[src/rtl/prio_enc_pkg.sv]
// Shared constants for the chainable priority encoder.
// Assumes the slice width stays at eight lines with a three-bit code.
package prio_enc_pkg;
    localparam int SLICE_W  = 8;
    localparam int SLICE_CW = $clog2(SLICE_W);
endpackage

[src/rtl/prio_slice8.sv]
// One eight-line active-low priority slice.
// Assumes: req_n bit 7 has the highest priority; all ports are active low.
// When disabled, every output is high. When enabled with no request,
// only eo_n goes low.
module prio_slice8
    import prio_enc_pkg::*;
(
    input  logic [SLICE_W-1:0]  req_n,
    input  logic                ei_n,
    output logic [SLICE_CW-1:0] code_n,
    output logic                gs_n,
    output logic                eo_n
);
    logic                enabled;
    logic                any_req;
    logic [SLICE_CW-1:0] win_idx;

    // Find the highest-index low line; the last hit in the ascending scan wins.
    always_comb begin
        win_idx = '0;
        any_req = 1'b0;
        for (int i = 0; i < SLICE_W; i++) begin
            if (!req_n[i]) begin
                win_idx = SLICE_CW'(i);
                any_req = 1'b1;
            end
        end
    end

    // Drive the code and the flags, all gated by the enable.
    always_comb begin
        enabled = !ei_n;
        code_n  = (enabled && any_req) ? ~win_idx : '1;
        gs_n    = !(enabled && any_req);
        eo_n    = !(enabled && !any_req);
    end
endmodule

[src/rtl/prio_merge.sv]
// Merges the outputs of chained slices into one wide code.
// Assumes at most one slice has gs_n low, because the enable chain
// guarantees it, and that an idle or disabled slice drives an all-high code.
module prio_merge
    import prio_enc_pkg::*;
#(
    parameter int N_SLICES = 2,
    localparam int SEL_W   = $clog2(N_SLICES),
    localparam int CODE_W  = SLICE_CW + SEL_W
) (
    input  logic [N_SLICES*SLICE_CW-1:0] slice_code_n,
    input  logic [N_SLICES-1:0]          slice_gs_n,
    input  logic                         low_eo_n,
    output logic [CODE_W-1:0]            code_n,
    output logic                         grp_n,
    output logic                         en_out_n
);
    logic [SEL_W-1:0]    sel;
    logic [SLICE_CW-1:0] low_bits_n;

    // Combine the slice codes by AND and record which slice is encoding.
    always_comb begin
        sel        = '0;
        low_bits_n = '1;
        for (int s = 0; s < N_SLICES; s++) begin
            low_bits_n = low_bits_n & slice_code_n[s*SLICE_CW +: SLICE_CW];
            if (!slice_gs_n[s]) sel = sel | SEL_W'(s);
        end
    end

    // Assemble the wide outputs; the lowest slice supplies the pass-on.
    always_comb begin
        code_n   = {~sel, low_bits_n};
        grp_n    = &slice_gs_n;
        en_out_n = low_eo_n;
    end
endmodule

[src/rtl/prio_enc_chain.sv]
// Wide active-low priority encoder built from chained eight-line slices.
// Assumes N_SLICES is a power of two and at least 2. Slice s covers
// req_n[8s+7:8s]. The enable enters the top slice and ripples down
// through each slice's eo_n.
module prio_enc_chain
    import prio_enc_pkg::*;
#(
    parameter int N_SLICES = 2,
    localparam int WIDTH   = N_SLICES * SLICE_W,
    localparam int CODE_W  = SLICE_CW + $clog2(N_SLICES)
) (
    input  logic [WIDTH-1:0]  req_n,
    input  logic              en_in_n,
    output logic [CODE_W-1:0] code_n,
    output logic              grp_n,
    output logic              en_out_n
);
    logic [N_SLICES*SLICE_CW-1:0] s_code_n;
    logic [N_SLICES-1:0]          s_gs_n;
    logic [N_SLICES:0]            chain_n;

    // The top of the enable chain is the block's enable input.
    assign chain_n[N_SLICES] = en_in_n;

    for (genvar s = 0; s < N_SLICES; s++) begin : g_slice
        prio_slice8 u_slice (
            .req_n  (req_n[s*SLICE_W +: SLICE_W]),
            .ei_n   (chain_n[s+1]),
            .code_n (s_code_n[s*SLICE_CW +: SLICE_CW]),
            .gs_n   (s_gs_n[s]),
            .eo_n   (chain_n[s])
        );
    end

    prio_merge #(.N_SLICES(N_SLICES)) u_merge (
        .slice_code_n (s_code_n),
        .slice_gs_n   (s_gs_n),
        .low_eo_n     (chain_n[0]),
        .code_n       (code_n),
        .grp_n        (grp_n),
        .en_out_n     (en_out_n)
    );
endmodule

[config.mk]
export PLATFORM = sky130hd
export DESIGN_NAME = prio_enc_chain
export DESIGN_NICKNAME = d
export VERILOG_FILES = /design/src/rtl/prio_enc_pkg.sv /design/src/rtl/prio_slice8.sv /design/src/rtl/prio_merge.sv /design/src/rtl/prio_enc_chain.sv
export SDC_FILE = /design/constraint.sdc
export NUM_CORES = 1
export LEC_CHECK = 0
export ABC_CLOCK_PERIOD_IN_PS = 2000
export BUFFER_PORTS_ARGS = -buffer_cell sky130_fd_sc_hd__buf_2
export CAP_MARGIN = 20
export CORE_AREA = 5 5 42 44
export DETAILED_ROUTE_END_ITERATION = 10
export DIE_AREA = 0 0 47 49
export GPL_ROUTABILITY_DRIVEN = 0
export MAX_ROUTING_LAYER = met4
export SYNTH_ARGS = -nofsm -noshare
export SYNTH_HDL_FRONTEND = slang
export SYNTH_SLANG_ARGS = --single-unit
[constraint.sdc]
create_clock -name vclk -period 2
set_input_delay 0.4 -clock vclk [all_inputs]
set_output_delay 0.4 -clock vclk [all_outputs]
set_load 0.005 [all_outputs]
* Word level (Yosys, flattened, before mapping) *
Cells that the tools add are included.

cells by class
  multiplexer cells = 32
  bitwise gates (word level) = 3
  reductions and logical operators = 11

operators with widths
  cell                 count
  2-to-1 mux 3 bit     10
  2-to-1 mux 1 bit     18
  2-to-1 mux 2 bit     4
  zero test 1 bit      6
  NOT 3 bit            2
  logical AND 1 bit    4
  bitwise AND 3 bit    1
  AND reduction 2 bit  1

word-level totals
  bits in registers = 0
  input bits = 17
  output and inout bits = 6
  logic and storage cells = 46

* Longest topological paths before layout *
  word-level depth = 13
  gate-level depth with buffers = 4
  depth with buffers taken out = 4

* Hierarchy *
A second synthesis with hierarchy kept.

second synthesis, totals
  cells, all modules = 34
  area, all modules = 215.2 µm²

by module, submodules not included
  module       times used  cells an instance  area an instance (µm²)  seq. area each (µm²)
  prio_slice8  2           14                 87.6                    0.0
  prio_merge   1           6                  40.0                    0.0

* Least setup slack after synthesis *
No wires, ideal clock.

  path kind = in2out
  from = input req_n[8]
  to = output code_n[0]
  arrival = 1.014 ns
  required time = 1.600 ns
  path slack = 0.586 ns
  stages on the path = 4
  path buffers = 0
  cell sequence = nand4_2 > nor3_2 > o21ai_2 > o22a_1

between the ends
  longest elaborated chain between the ends = 13
  elaborated cells between the ends (all ways) = 15
  classes of those cells = 10 x mux; 1 x bitwise; 4 x reduce/logical

RTL lines
  what                               line                  RTL
  start, declared                    prio_enc_chain.sv:12  input logic [WIDTH-1:0] req_n,
  2-to-1 mux 1 bit (*) (8 in a row)  prio_slice8.sv:23     if (!req_n[i]) begin
  zero test 1 bit                    prio_slice8.sv:35     eo_n = !(enabled && !any_req);
  logical AND 1 bit                  prio_slice8.sv:35
  logical AND 1 bit                  prio_slice8.sv:33     code_n = (enabled && any_req) ? ~win_idx : '1;
  2-to-1 mux 3 bit                   prio_slice8.sv:33
  bitwise AND 3 bit (*)              prio_merge.sv:26      low_bits_n = low_bits_n & slice_code_n[s*SLICE_CW +: SLICE_CW];
  end, declared                      prio_enc_chain.sv:14  output logic [CODE_W-1:0] code_n,

Mark *: on every way between the ends. The rest lies on a longest branch, timed or not.

* Worst setup path in the final report *
  from = input req_n[10]
  to = output code_n[1]

between the ends
  longest elaborated chain between the ends = 11
  elaborated cells between the ends (all ways) = 20
  classes of those cells = 14 x mux; 2 x bitwise; 4 x reduce/logical

RTL lines
  what                           line
  2-to-1 mux 1 bit (6 in a row)  prio_slice8.sv:23
  zero test 1 bit                prio_slice8.sv:35
  logical AND 1 bit              prio_slice8.sv:35
  logical AND 1 bit              prio_slice8.sv:33
  2-to-1 mux 3 bit               prio_slice8.sv:33
  bitwise AND 3 bit (*)          prio_merge.sv:26

Marks and branches as above.

==> results.json <==
{
  "outcome": "completed",
  "hold_buffers": 0,
  "overflow": 0,
  "grt_pass1_wl_microns": 952,
  "drc": 0,
  "drtPass1Iterations": 1,
  "cts_resized": 0,
  "post_cts_buffers": 0,
  "ys_seq_area_frac": 0,
  "start_util": 0.139,
  "grt_util_met2": 0.115,
  "max_stage_delay_ps": 230,
  "setup_violations": 0,
  "ys_types": 14,
  "ys_top_cells_by_area": "a31oi_1 13%, nand4_2 13%, o21ai_0 10%",
  "cp-end-kind": "output port",
  "route.detailed.wl_per_inst_microns": 9.14,
  "crit_buf_inv": 2,
  "power_density_nw_per_um2": 155,
  "synth_cells": 31,
  "seqCellArea_sq_um": 0,
  "use_met3": 0.00369,
  "cpMostUsedCell": "buf_2",
  "slew_headroom": 0.825,
  "arrival_ps": 1280,
  "crit_slowest_cell": "nor3_2",
  "vdd_ir_drop_max_mv": 0.0234,
  "grt_usage": 0.0525,
  "max-cap-violations": 0,
  "drive_gt1_frac": 0.547,
  "wl_microns": 631,
  "path_class": "input pin to output port",
  "ant_nets": 0,
  "period_share": 0.838,
  "synth_top_family_by_area": "compound AO/OA/AOI/OAI gates",
  "die-area_sq_um": 2300,
  "synth_compound_gate_area_share": 0.442,
  "drv_slew": 0,
  "vias": 301,
  "min_period_ps": 1680,
  "grt_pass1_vias": 271,
  "fillers": 173,
  "synth.most_common_cell": "nand2_1",
  "cp_data_required_time_ps": 1600,
  "leakagePower_nw": 0.159,
  "synth-xor-area-share": 0,
  "yosys.area.top_type": "a31oi_1",
  "path_max_fanout": 3,
  "antenna_found_initial": 0,
  "rows": 14,
  "num_io_pins": 23,
  "coreArea_sq_um": 1400,
  "via_per_inst": 4.36,
  "synth_fa_ha_area_frac": 0,
  "max_freq_mhz": 597,
  "numPortBuffers": 23,
  "synthesis.area_sq_um": 195,
  "grt_max_degree": 5,
  "yosys_warnings": 0,
  "nFlopsAndLatches": 0,
  "met1_usage": 0.0457,
  "final-hold-violation-count": 0,
  "synthTopCellsByCount": "5 x nand2_1, 4 x a31oi_1, 4 x inv_1, 4 x o21ai_0",
  "hold_path_class": "input pin to output port",
  "cp_top_family": "simple AND/OR/NAND/NOR gates",
  "multi_input_area_sq_um": 173,
  "fin_cells": 69,
  "yosysTopAreaCellShare": 0.128,
  "die_x_microns": 47,
  "area_growth_pct": 65.4,
  "start_kind": "input pin",
  "die_h_microns": 49,
  "grt-busiest-layer": "met2",
  "cp_cell_sequence": "buf_2, nand4_2, nor3_2, o21ai_2, o22a_1, buf_2",
  "synth_area_per_cell_sq_um": 6.30,
  "tightest_slew_ps": 261,
  "synth_fp_nets": 48,
  "dp_hpwl_microns": 621,
  "pre_cts_slack_ps": 320,
  "rsz0062_at_grt": "false",
  "drt_iter0_drc": 0,
  "nClkBuffers": 0,
  "yosys.area_share.simple": 0.442,
  "synth.mux.area_fraction": 0,
  "diodes": 0,
  "setup_slack_ps": 324,
  "place_inst": 69,
  "finalSetupTns_ps": 0,
  "num-nets-final": 72
}
[metal layers]
layer / up-vias / wire length (microns)
li1: 160 / -
met1: 135 / 195
met2: 6 / 395
met3: 0 / 40
met4: 0 / 0
met5: - / 0
[final timing paths]
kind                  start  slack [ps]  cells past startpoint         to
setup / recovery  req_n[10]         320                      6  code_n[1]
hold / removal      en_in_n        1110                      3  code_n[2]
[worst min-delay path, cell delays in order]
cell and delay [ps]:
buf_2 100, o21bai_1 100, buf_2 110
[through the flow]
| step | power, mW | hold WS, ps | instance area (sq um) | util |
|---|---|---|---|---|
| global route | 0.0570 | 1140 | 323 | 0.230 |
| global placement | 0.0498 | 1110 | 323 | 0.230 |
| detailed placement | 0.0510 | 1120 | 323 | 0.230 |
| CTS | 0.0511 | 1120 | 323 | 0.230 |
| finish | 0.0501 | 1110 | 323 | 0.230 |
| floorplan | 0.0198 | 894 | 195 | - |
[report_power, final]
group / switching, mW / internal [mW]
logic: 0.0243 / 0.0259
clock network: 0 / 0
registers: 0 / 0
[kinds of logic (layout without fill, tap and decap cells)]
kind of cell	count (synthesis)	in the layout
compound gates	13	13
simple gates	13	13
buf+inv	5	27
[placed cells by master (no fill, tap or decap)]
cell,synthesis,routed
a31oi_1,4,4
and2_2,1,1
and2b_2,1,1
buf_2,0,23
inv_1,4,4
nand2_1,5,5
nand4_1,2,2
nand4_2,2,2
nor2_1,1,1
nor3_2,1,1
o21ai_0,4,4
o21ai_2,1,1
o21bai_1,2,2
o22a_1,2,2
[final cells by class]
class,instances,area share
multi-input combinational,26,0.535
inverter,4,0.0465
timing repair buffer,23,0.357
tap,16,0.0620
(Power assumes the default switching activity.)
